## src/rtl/bus_stuffer.sv

```systemverilog
module bus_stuffer #(
  parameter int          ADDR_W    = 13,
  parameter int          DEPTH     = 8,
  parameter logic [12:0] WIN_MASK  = 13'h1000,
  parameter logic [12:0] WIN_MATCH = 13'h1000,
  parameter logic [7:0]  OP_SINGLE = 8'h85,
  parameter logic [7:0]  OP_QUAD   = 8'h26
) (
  input  logic              clk,
  input  logic              rst_n,
  input  logic              cyc_stb,
  input  logic              mode,
  input  logic [ADDR_W-1:0] addr_in,
  input  logic [7:0]        data_in,
  input  logic              push_valid,
  input  logic [7:0]        push_addr,
  input  logic [7:0]        push_data,
  output logic              q_full,
  output logic              data_oe,
  output logic [7:0]        data_out,
  output logic              addr_oe,
  output logic [7:0]        addr_out,
  output logic              underflow
);
  localparam int PW = (DEPTH > 1) ? $clog2(DEPTH) : 1;
  localparam int CW = $clog2(DEPTH + 1);
  localparam logic [CW-1:0] FULL_CNT = CW'(DEPTH);
  localparam logic [PW-1:0] LAST_PTR = PW'(DEPTH - 1);

  logic [15:0]   mem [DEPTH];
  logic [PW-1:0] rd_ptr, wr_ptr;
  logic [CW-1:0] count;
  logic [2:0]    phase;
  logic          qmode;

  wire empty    = (count == '0);
  assign q_full = (count == FULL_CNT);

  wire in_win   = ((addr_in & WIN_MASK[ADDR_W-1:0]) == WIN_MATCH[ADDR_W-1:0]);
  wire op_hit   = (data_in == (mode ? OP_QUAD : OP_SINGLE));
  wire trigger  = cyc_stb && (phase == 3'd0) && in_win && op_hit;
  wire [2:0] last_ph = qmode ? 3'd5 : 3'd3;
  wire wr_cyc   = qmode ? (phase == 3'd4 || phase == 3'd5) : (phase == 3'd3);

  wire push_ok  = push_valid && !q_full;
  wire pop      = cyc_stb && wr_cyc && !empty;
  wire starve   = cyc_stb && wr_cyc && empty;

  assign data_oe  = wr_cyc && !empty;
  assign addr_oe  = data_oe && qmode;
  assign data_out = mem[rd_ptr][7:0];
  assign addr_out = mem[rd_ptr][15:8];

  always_ff @(posedge clk) begin
    if (!rst_n) begin
      phase <= 3'd0;
      qmode <= 1'b0;
    end else if (trigger) begin
      phase <= 3'd2;
      qmode <= mode;
    end else if (cyc_stb && phase != 3'd0) begin
      phase <= (phase == last_ph) ? 3'd0 : phase + 3'd1;
    end
  end

  always_ff @(posedge clk) begin
    if (!rst_n) underflow <= 1'b0;
    else if (starve) underflow <= 1'b1;
  end

  always_ff @(posedge clk) begin
    if (push_ok) mem[wr_ptr] <= {push_addr, push_data};
  end

  always_ff @(posedge clk) begin
    if (!rst_n) begin
      rd_ptr <= '0;
      wr_ptr <= '0;
      count  <= '0;
    end else begin
      if (push_ok) wr_ptr <= (wr_ptr == LAST_PTR) ? '0 : wr_ptr + 1'b1;
      if (pop)     rd_ptr <= (rd_ptr == LAST_PTR) ? '0 : rd_ptr + 1'b1;
      case ({push_ok, pop})
        2'b10:   count <= count + 1'b1;
        2'b01:   count <= count - 1'b1;
        default: count <= count;
      endcase
    end
  end
endmodule

```

## config.mk

```make
export PLATFORM = sky130hd
export DESIGN_NAME = bus_stuffer
export DESIGN_NICKNAME = d
export VERILOG_FILES = /design/src/rtl/bus_stuffer.sv
export SDC_FILE = /design/constraint.sdc
export NUM_CORES = 1
export LEC_CHECK = 0
export BUFFER_PORTS_ARGS = -buffer_cell sky130_fd_sc_hd__buf_2
export CAP_MARGIN = 20
export CORE_ASPECT_RATIO = 1.2
export CORE_MARGIN = 2
export CORE_UTILIZATION = 30
export CTS_CLUSTER_DIAMETER = 120
export DETAILED_ROUTE_END_ITERATION = 8
export HOLD_SLACK_MARGIN = 0.03
export PLACE_DENSITY_LB_ADDON = 0.15
export SLEW_MARGIN = 5
export SYNTH_ARGS = -nofsm -noshare
export SYNTH_HDL_FRONTEND = slang
export SYNTH_SLANG_ARGS = --single-unit
```

## constraint.sdc

```tcl
create_clock -name clk -period 5.6 [get_ports clk]
set_clock_uncertainty 0.15 [all_clocks]
set_input_delay 0.56 -clock clk [delete_from_list [all_inputs] [get_ports clk]]
set_output_delay 0.56 -clock clk [all_outputs]
set_load 0.005 [all_outputs]
```

Word level (Yosys, flattened, before mapping)
Memory sizes are Yosys's and may differ from the RTL's. A register that Yosys moved wholly into a read port is not among the register bits.
Cells that the tools add are included.
{"block": "classes", "n_mux": 13, "reduce_logical": 19, "add_sub_neg": 5, "eq_ne": 10, "n_bitwise": 1}
{"op": "2-to-1 mux 3 bit", "count": 6}
{"op": "equality test 3 bit, second input constant", "count": 4}
{"op": "logical AND 1 bit", "count": 10}
{"op": "adder 3 x 1 -> 3 bit, second input constant", "count": 3}
{"op": "equality test 8 bit", "count": 1}
{"op": "2-to-1 mux 8 bit", "count": 1}
{"op": "case mux 4 bit (2 select lines)", "count": 1}
{"op": "adder 4 x 1 -> 4 bit, second input constant", "count": 1}
{"op": "equality test 4 bit, second input constant", "count": 1}
{"op": "zero test 4 bit", "count": 1}
{"op": "2-to-1 mux 2 bit", "count": 2}
{"op": "nonzero test 2 bit", "count": 2}
{"op": "subtractor 4 x 1 -> 4 bit, second input constant", "count": 1}
{"op": "equality test 3 x 2 -> 1 bit, second input constant", "count": 1}
{"op": "equality test 3 bit", "count": 1}
{"op": "zero test 3 bit", "count": 1}
{"op": "2-to-1 mux 1 bit", "count": 3}
{"op": "nonzero test 3 bit", "count": 1}
{"op": "equality test 2 x 1 -> 1 bit, second input constant", "count": 1}
{"op": "equality test 2 bit, second input constant", "count": 1}
{"op": "zero test 1 bit", "count": 2}
{"op": "OR reduction 2 bit", "count": 1}
{"op": "logical OR 1 bit", "count": 1}
{"op": "NOT 1 bit", "count": 1}
{"block": "totals", "register_bits": 15, "ram_bits": 128, "input_bits": 42, "memories": 1}
{"name": "mem", "depth": 8, "width": 16, "rd": 1, "rd_ports_with_merged_regs": 1, "wr": 1, "line": "30", "source": "logic [15:0] mem [DEPTH];"}

Logic depth before layout (Yosys ltp)
Gate-level depths: netlist (run 1).
{"block": "logic_depth", "word_depth": 7, "mapped_depth": 13}

Worst setup path before layout (run 1)
OpenSTA, ideal clock, no wires.
{"block": "synth_timing", "path_type": "input to register", "from": "input port push_valid", "to": "memory mem[0][0], enable pin", "cell_stages": 3, "required_ns": 5.020, "t_arrival_ns": 2.479, "path_slack_ns": 2.541, "setup_ns": 0.430, "n_path_buf": 1, "cell_sequence": "a21bo_1 -> buf_2 -> nor4_1"}
{"block": "synth_via", "elab_chain_len": 3}
{"element": "start, declared", "line": "15", "source": "input logic push_valid,"}
{"element": "logical AND 1 bit", "line": "45", "source": "wire push_ok = push_valid && !q_full;"}
{"element": "2-to-1 mux 1 bit", "line": "72", "source": "if (push_ok) mem[wr_ptr] <= {push_addr, push_data};"}
{"element": "2-to-1 mux 1 bit (implied by the code)", "line": "72"}
{"element": "end, declared", "line": "30"}
Every way passes these cells.

==> results.md, run 1 <==
* Outcome: finished, final reports clean
* Fin crit share at 0.536
* Sequential fraction of the synthesis area at 0.712
* Post-synth top cells: edfxtp_1 (128), mux4_2 (32), dfxtp_1 (18)
* CTS Root Cell: clkbuf_16
* Overall Global Routing Usage at 0.121
* Final max-slew violation count at 0
* Die area at 20800 sq um
* Post-synth top area cell: edfxtp_1
* Total chip power at 2530 uW
* CP max-delay cell: mux4_2
* Kind of end point of the critical path: output port
* Core ar. at 19400 sq um
* Max Cap Viol at 0
* Drt first pass iters at 4
* Non-filler instance count after layout at 646
* Starting Density at 0.304
* Crit path cell chain: buf_4, mux4_2, mux2_2, buf_2
* PD cells at 353 nW/um^2
* Sw power at 461 uW
* Class of the most critical hold timing path: in -> reg
* Area grow syn2layout at 21.6%
* Maximum VDD drop at 218 uV
* Setup CP Type: reg -> out
* Flop pwr share at 0.479
* Cell Int Power at 2070 uW
* Initial DRC count at 152
* Combinational group share of total power at 0.033
* Die width at 132 microns
* Largest net degree at the start of global routing at 33
* Post_cts resized at 0
* Fmax achieved at 333 MHz
* Worst Setup Start Kind: flip-flop
* Detailed-route via count at 2979
* Num CTS Buffers at 17
* First-pass GRT wire length at 18.2 mm
* Longest Clk Path Bufs at 2
* RSZ-0062 raised after global routing: false
* Most used DFF post-synth: edfxtp_1
* CP bufs+invs at 2
* Vias per inst at 4.61
* Worst EP required at 4.89 ns
* Syn_nets at 361
* Mapped Avg Cell Area at 19.2 sq um
* Sw frac at 0.182
* Clk pwr share at 0.487
* Clock sink count at 146
* Final Hold Vio Count at 0
* Final setup TNS at 0 ns
* Post-detail-place hpwl at 6.63 mm
* # port buffers at 49
* Cell count after synthesis at 308
* # IOs at 62
* Worst path top cell family by delay: multiplexers
* Clk Latency, worst-skew pair at 0.41 ns
* Die height at 158 microns
* Synth cell types at 48
* Synth Register Bits at 146
* Ant diodes at 0
* Worst Tran Pin Value at 0.663 ns
* Arrival time at the worst endpoint at 2.29 ns
* CTS tree: done
* Synth top area share at 0.651
* Nets at 426
* Antenna viol nets, final at 0
* Most common cell in the netlist: edfxtp_1
* CTS clock-pin slew for the worst setup and hold paths at 0.06 ns
* Area contributors post-synth: edfxtp_1 (65%), mux4_2 (12%), dfxtp_1 (6.1%)
* Crit-path max FO at 32
* WL per Instance at 17.8 microns
* Setup bufs post-CTS at 0
* Total grt overflow at 0
* Final-report setup violation count at 0
* Tmin final at 3.00 ns
* # placed instances at 614
* Vias in the first global route at 3222
* Max_slew headroom at 0.558
* Async S/R FF share, synth at 0
* Share of cells above drive strength 1 at 0.374
* Leak at 0.00239 uW
* H-tree levels at 4
* RePlAce Congestion at 0.749
* WL final at 11.5 mm
* Hold Buf Count CTS at 0
* Number of synthesized flops with an enable pin at 128
* Crit-path max cell delay at 0.59 ns
* Floorplan row count at 56
* Syn Std Cell Area at 5900 sq um
* Initial antenna violation count at 1
* Total number of yosys warnings at 0
* # DRC at 0
registers in the layout (all words and copies together), names as in the netlist, named ones only:
name,count
wr_ptr,3
phase,3
qmode,1
rd_ptr,3
mem,128
underflow,1
count,4
through the flow:
step	cell area (sq um)	utilization	setup slack, ns	hold WS [ns]
final	7180	0.370	2.60	0.270
after global routing	7180	0.370	2.42	0.267
after CTS	7150	0.368	2.49	0.256
after detailed placement	6500	0.335	2.82	0.302
after global placement	6500	0.335	2.82	0.295
after floorplan	5900	-	2.54	0.304
worst reg2reg max path: stages (launching register included):
cell and delay (ns):
dfxtp_1 0.36, or4_4 0.57, a21boi_4 0.16, and2_4 0.19, ha_1 0.26, xor2_1 0.17, ha_1 0.18, a21oi_1 0.14
xor2_1 0.09, or3_1 0.30, a21boi_0 0.16
cell type report:
| cell class | instances | area, sq um |
|---|---|---|
| clock inverter | 12 | 213 |
| clock buffer | 19 | 433 |
| fill | 1823 | 12200 |
| inverter | 4 | 15.0 |
| tap | 261 | 327 |
| sequential | 146 | 4210 |
| multi-input combinational | 144 | 1640 |
| timing repair buffer | 60 | 348 |
layout by cell type, fill, tap and decap left out, types with 2 or more instances in the layout:
cell type    n
a21oi_1      2
a21boi_1     2
mux4_2      32
nor3_1       2
and2_1       4
nand2_1     14
clkbuf_1     2
inv_1        4
buf_2       49
bufinv_16    6
o21ai_0      2
ha_1        11
xor2_1       2
or3_1        3
o21a_1       2
edfxtp_1   128
nand2b_1     6
dfxtp_1     17
mux2i_1      6
nor3_2       4
clkinv_1     3
nor2b_1      2
nor2_1       8
mux2_2      16
buf_4       10
clkbuf_16   17
xnor2_1      2
worst paths after layout:
kind / startpoint / end / slack [ns] / cells after the start
worst max register to register: count[0] / count[2] / 2.81 / 10
worst max-delay path: flip-flop / addr_out[7] / 2.60 / 4
worst min-delay path: push_addr[0] / mem[5][8] / 0.27 / 1
worst min register to register: underflow / underflow / 0.31 / 1
power by group through the flow:
stage / registers [uW] / clock network (uW) / logic [uW]
after floorplan: 1230 / 0 / 45.3
after global placement: 1240 / 0 / 85.0
after detailed placement: 1240 / 0 / 86.9
after CTS: 1210 / 1260 / 87.5
after global routing: 1220 / 1310 / 95.7
final: 1210 / 1240 / 84.6
cells by family after synthesis:
| group | Yosys count | share of synthesized area |
|---|---|---|
| DFF | 146 | 0.712 |
| and+or+nand+nor | 55 | 0.0528 |
| muxes | 54 | 0.163 |
| AOI/OAI and AO/OA | 20 | 0.0278 |
| buffers and inverters | 18 | 0.0148 |
| adders and majority gates | 11 | 0.0233 |
| xor gates and xnor gates | 4 | 0.00594 |
layer usage:
metal	up-vias	GRT usage	wire, microns
met1	1530	0.135	4910
met4	2	0.0435	126
met3	13	0.0378	421
li1	1373	-	-
met5	-	0	13
met2	61	0.217	6060
No activity file was read; power rests on OpenSTA's default activity.
==> inputs of run 2 (changes only) <==
==> constraint.sdc (replaced) <==
create_clock -name clk -period 3.1 [get_ports clk]
set_clock_uncertainty 0.15 [all_clocks]
set_input_delay 0.31 -clock clk [delete_from_list [all_inputs] [get_ports clk]]
set_output_delay 0.31 -clock clk [all_outputs]
set_load 0.005 [all_outputs]
==> results.md, run 2 (synthesized netlist as in run 1, its figures left out) <==
* CTS clock-pin slew for the worst setup and hold paths at 0.06 ns (about the same)
* Worst Setup Start Kind: flip-flop (unchanged)
* Die width at 132 microns (unchanged)
* WL per Instance at 17.3 microns (was 17.8 microns)
* Starting Density at 0.304 (unchanged)
* Layout Cell Area excl Fill at 7430 sq um (was 7180 sq um)
* CTS tree: done (unchanged)
* CP max-delay cell: or4_4 (was mux4_2)
* RePlAce Congestion at 0.730 (was 0.749)
* # port buffers at 49 (unchanged)
* Hold Path Origin: mode (was push_addr[0])
* Share of cells above drive strength 1 at 0.370 (was 0.374)
* Arrival time at the worst endpoint at 3.04 ns (was 2.29 ns)
* Num CTS Buffers at 17 (unchanged)
* Longest Clk Path Bufs at 2 (unchanged)
* # DRC at 0 (unchanged)
* Max reg flops at 128 (unchanged)
* # placed instances at 618 (was 614)
* Register Area at 4210 sq um (unchanged)
* WHS Path Cells at 2 (was 1)
* Vias in the first global route at 3134 (was 3222)
* Detailed-route via count at 3007 (was 2979)
* Flop-to-flop setup slack at 0.24 ns (was 2.81 ns)
* Floorplan row count at 56 (unchanged)
* DP Worst Slack at 0.267 ns (was 2.82 ns)
* Initial antenna violation count at 0 (was 1)
* # fillers at 1818 (was 1823)
* Vias per inst at 4.53 (was 4.61)
* Nets at 445 (was 426)
* Crit path cell chain: or4_4, a21boi_4, and2_4, ha_1, xor2_1, ha_1, a21oi_1, xor2_1, or3_1, a21boi_0 (was buf_4, mux4_2, mux2_2, buf_2)
* Worst EP required at 3.29 ns (was 4.89 ns)
* Setup CP Type: reg -> reg (was reg -> out)
* Area grow syn2layout at 25.9% (was 21.6%)
* First-pass GRT wire length at 18.1 mm (was 18.2 mm)
* Total grt overflow at 0 (unchanged)
* # IOs at 62 (unchanged)
* Outcome: finished, final reports clean (unchanged)
* Max Cap Viol at 0 (unchanged)
* Area of the multi-input gates at 1640 sq um (unchanged)
* Setup bufs post-CTS at 0 (unchanged)
* Antenna viol nets, final at 0 (unchanged)
* Final-report setup violation count at 0 (unchanged)
* Fin crit share at 0.922
* Final Core Density at 0.383 (was 0.370)
* Worst r2r path cells at 10 (unchanged)
* Clock sink count at 146 (unchanged)
* CP startpoint: count[0]
* Final setup TNS at 0 ns (unchanged)
* Die area at 20800 sq um (unchanged)
* Initial DRC count at 185 (was 152)
* Die height at 158 microns (unchanged)
* Biggest regs: mem: 128 flops, count: 4 flops (unchanged)
* Most frequent cells in the layout: edfxtp_1 (128), buf_2 (49), mux4_2 (32) (unchanged)
* Maximum VDD drop at 377 uV (was 218 uV)
* End point of the critical path: count[2] (was addr_out[7])
* H-tree levels at 4 (unchanged)
* Tmin final at 2.86 ns
* Max_slew headroom at 0.676 (was 0.558)
* RSZ-0062 raised after global routing: false (unchanged)
* Fmax achieved at 350 MHz
* WL final at 11.5 mm (about the same)
* Placed Area at 6560 sq um (was 6500 sq um)
* Clk Latency, worst-skew pair at 0.41 ns (about the same)
* Non-filler instance count after layout at 664 (was 646)
* Drt first pass iters at 5 (was 4)
* Largest net degree at the start of global routing at 33 (unchanged)
* Kind of end point of the critical path: flip-flop (was output port)
* Commonest non-fill, non-tap cell in the layout: edfxtp_1 (unchanged)
* Ant diodes at 0 (unchanged)
* CTS Root Cell: clkbuf_16 (unchanged)
* Register name with the most flops: mem (unchanged)
* Crit-path max cell delay at 0.56 ns (was 0.59 ns)
* Core ar. at 19400 sq um (unchanged)
* Final max-slew violation count at 0 (unchanged)
* Worst Tran Pin Value at 0.486 ns (was 0.663 ns)
* CP bufs+invs at 0 (was 2)
* PD cells at 650 nW/um^2 (was 353 nW/um^2)
* Class of the most critical hold timing path: in -> reg (unchanged)
* Crit-path max FO at 6 (was 32)
* Worst path top cell family by delay: simple AND/OR/NAND/NOR gates (was multiplexers)
* Final setup margin at 0.242 ns (was 2.60 ns)
* Reg-to-Reg Start: count[0] (unchanged)
* WP depth at 10 (was 4)
* Final Hold Vio Count at 0 (unchanged)
* RR Endpoint: count[2] (unchanged)
* Post-detail-place hpwl at 6.67 mm (was 6.63 mm)
* Leak at 0.00251 uW (was 0.00239 uW)
* Overall Global Routing Usage at 0.119 (was 0.121)
-- run 2: final cells by class --
class | count | share of cell area
flip-flops and latches | 146 | 0.566
multi-input cells | 144 | 0.220
repair buffers | 79 | 0.0721
clock buffers | 17 | 0.0572
well taps | 261 | 0.0439
clock inverters | 13 | 0.0387
inverters | 4 | 0.00202
-- run 2: metal layers --
layer	vias to the layer above	wire length (microns)	track usage
met1	1515	4830	0.146
li1	1406	-	-
met2	75	6000	0.201
met4	0	138	0.0435
met3	11	535	0.0327
met5	-	0	0
-- run 2: worst min path at each step --
stage | end
global route | qmode
floorplan | mem[0][0]
global placement | underflow
detailed placement | underflow
finish | qmode
CTS | qmode
-- run 2: what timing repair did --
action | CTS | global route
hold buffers | 16 | 0
hold endpoints to repair | 128 | 0
gates resized for setup | 0 | 0
setup endpoints to repair | 0 | 0
-- run 2: where the power goes --
| group | leakage, uW | internal (uW) | switching [uW] |
|---|---|---|---|
| clock network | 0.000348 | 1730 | 729 |
| registers | 0.00131 | 2180 | 16.0 |
| logic | 0.000849 | 85.5 | 85.7 |
| total | 0.00251 | 4000 | 831 |
-- run 2: worst register-to-register path: cells and delay by family (launching register included) --
kind / cells / cell delay, ns
xor gates and xnor gates: 2 / 0.27
AOI/OAI and AO/OA: 3 / 0.49
DFF: 1 / 0.36
and+or+nand+nor: 3 / 1.05
adders and majority gates: 2 / 0.45
-- run 2: through the flow --
step / hold slack (ns) / power [uW]
2_1_floorplan: 0.259 / 2310
3_3_place_gp: 0.296 / 2390
3_5_place_dp: 0.302 / 2390
4_1_cts: 0.0343 / 4900
5_1_grt: 0.0391 / 5000
6_report: 0.0555 / 4830
==> inputs of run 3 (changes only) <==
--- a/config.mk
+++ b/config.mk
@@ -13,7 +13,7 @@
 export CTS_CLUSTER_DIAMETER = 120
 export DETAILED_ROUTE_END_ITERATION = 8
 export HOLD_SLACK_MARGIN = 0.03
-export PLACE_DENSITY_LB_ADDON = 0.15
+export PLACE_DENSITY_LB_ADDON = 0.2
 export SLEW_MARGIN = 5
 export SYNTH_ARGS = -nofsm -noshare
 export SYNTH_HDL_FRONTEND = slang
==> results.md, run 3 (synthesized netlist as in run 1, its figures left out) <==
* Outcome: finished, final reports clean (unchanged)
* Final Hold Vio Count at 0 (unchanged)
* Leak at 0.00243 uW (was 0.00251 uW)
* CTS tree: done (unchanged)
* Detailed-route via count at 3010 (was 3007)
* Drt first pass iters at 4 (was 5)
* Most frequent cells in the layout: edfxtp_1 (128), buf_2 (49), mux4_2 (32) (unchanged)
* Fmax achieved at 357 MHz (was 350 MHz)
* Tmin final at 2.80 ns (was 2.86 ns)
* # fillers at 1824 (was 1818)
* Longest Clk Path Bufs at 2 (unchanged)
* Register Area at 4210 sq um (unchanged)
* Final Core Density at 0.376 (was 0.383)
* WL per Instance at 17.2 microns (was 17.3 microns)
* Ant diodes at 0 (unchanged)
* Arrival time at the worst endpoint at 3.00 ns (was 3.04 ns)
* Area of the multi-input gates at 1640 sq um (unchanged)
* Clock sink count at 146 (unchanged)
* Post_cts resized at 0 (unchanged)
* Initial DRC count at 190 (was 185)
* Post-detail-place hpwl at 6.67 mm (about the same)
* Initial antenna violation count at 0 (unchanged)
* Max Cap Viol at 0 (unchanged)
* RePlAce Congestion at 0.717 (was 0.730)
* Worst Tran Pin Value at 0.504 ns (was 0.486 ns)
* Largest net degree at the start of global routing at 33 (unchanged)
* Worst EP required at 3.30 ns (was 3.29 ns)
* Die height at 158 microns (unchanged)
* Nets at 444 (was 445)
* Core ar. at 19400 sq um (unchanged)
* Max_slew headroom at 0.664 (was 0.676)
* Worst Setup Start Kind: flip-flop (unchanged)
* Die area at 20800 sq um (unchanged)
* Num CTS Buffers at 17 (unchanged)
* RSZ-0062 raised after global routing: false (unchanged)
* Class of the most critical hold timing path: in -> reg (unchanged)
* Starting Density at 0.304 (unchanged)
* Biggest regs: mem: 128 flops, count: 4 flops (unchanged)
* Vias per inst at 4.53 (about the same)
* Non-filler instance count after layout at 665 (was 664)
* H-tree levels at 4 (unchanged)
* Antenna viol nets, final at 0 (unchanged)
* Fin crit share at 0.903 (was 0.922)
* # DRC at 0 (unchanged)
* Crit-path max FO at 5 (was 6)
* CTS Root Cell: clkbuf_16 (unchanged)
* # IOs at 62 (unchanged)
* Max reg flops at 128 (unchanged)
* Flop-to-flop setup slack at 0.30 ns (was 0.24 ns)
* RR Endpoint: count[2] (unchanged)
* Clk Latency, worst-skew pair at 0.42 ns (was 0.41 ns)
* Reg-to-Reg Start: phase[0] (was count[0])
* WL final at 11.4 mm (was 11.5 mm)
* # port buffers at 49 (unchanged)
* CTS clock-pin slew for the worst setup and hold paths at 0.06 ns (about the same)
* Overall Global Routing Usage at 0.117 (was 0.119)
* Total grt overflow at 0 (unchanged)
* Final-report setup violation count at 0 (unchanged)
* # placed instances at 616 (was 618)
* Maximum VDD drop at 380 uV (was 377 uV)
* PD cells at 602 nW/um^2 (was 650 nW/um^2)
* Vias in the first global route at 3225 (was 3134)
* Setup CP Type: reg -> reg (unchanged)
* Final setup TNS at 0 ns (unchanged)
* Worst r2r path cells at 12 (was 10)
* Commonest non-fill, non-tap cell in the layout: edfxtp_1 (unchanged)
* End point of the critical path: count[2] (unchanged)
* Area grow syn2layout at 23.6% (was 25.9%)
* CP startpoint: phase[0] (was count[0])
* Final max-slew violation count at 0 (unchanged)
* Share of cells above drive strength 1 at 0.366 (was 0.370)
* Kind of end point of the critical path: flip-flop (unchanged)
* First-pass GRT wire length at 17.8 mm (was 18.1 mm)
* Floorplan row count at 56 (unchanged)
* Hold Path Origin: cyc_stb (was mode)
* Register name with the most flops: mem (unchanged)
* Die width at 132 microns (unchanged)
run 3: cell types whose count changed in the layout (fill, tap and decap cells not counted), moves of 2 or more:
cell	before	now
clkbuf_1	0	2
clkinvlp_4	0	4
clkinv_4	0	2
bufinv_16	9	3
run 3: stage by stage:
| step | instance area, sq um | worst slack, ns | power, uW | hold WS [ns] |
|---|---|---|---|---|
| 2_1_floorplan | 5900 | 0.128 | 2310 | 0.259 |
| 3_3_place_gp | 6530 | 0.327 | 2380 | 0.298 |
| 3_5_place_dp | 6530 | 0.312 | 2390 | 0.305 |
| 4_1_cts | 7290 | 0.308 | 4440 | 0.104 |
| 5_1_grt | 7290 | 0.138 | 4550 | 0.155 |
| 6_report | 7290 | 0.301 | 4390 | 0.119 |
run 3: area by class of cell:
type / instances / share of cell area
well taps: 261 / 0.0448
clock buffers: 19 / 0.0594
repair buffers: 78 / 0.0710
clock inverters: 13 / 0.0220
multi-input cells: 144 / 0.224
flip-flops and latches: 146 / 0.577
inverters: 4 / 0.00206
run 3: critical path, cell delays in order, from the launching register on:
cell,delay [ns]
dfxtp_1,0.42
inv_1,0.11
ha_1,0.25
o211ai_2,0.23
a21boi_4,0.09
and2_4,0.19
ha_1,0.25
xor2_1,0.17
ha_1,0.19
a21oi_1,0.14
xor2_1,0.09
or3_1,0.30
a21boi_0,0.15
run 3: worst min-delay path by stage:
stage	to	slack (ns)	cells past startpoint
after CTS	phase[2]	0.10	4
after detailed placement	underflow	0.30	1
final	phase[2]	0.12	4
after floorplan	mem[0][0]	0.26	0
after global routing	underflow	0.16	2
after global placement	underflow	0.30	1
run 3: where the power goes:
group	switching [uW]	internal, uW	leakage [uW]
registers	15.7	2180	0.00131
clock network	769	1260	0.000277
logic	84.8	85.9	0.000841
run 3: per-layer routing:
metal	wire length (microns)	vias to the layer above	GRT usage
met2	5720	61	0.201
met1	5010	1526	0.139
met4	181	0	0.0502
met5	0	-	0
met3	502	15	0.0333
li1	-	1408	-
run 3: timing repair:
action                    in CTS  in global routing
hold buffers                  17                  0
hold endpoints to repair     129                  0
buffers inserted               0                  0
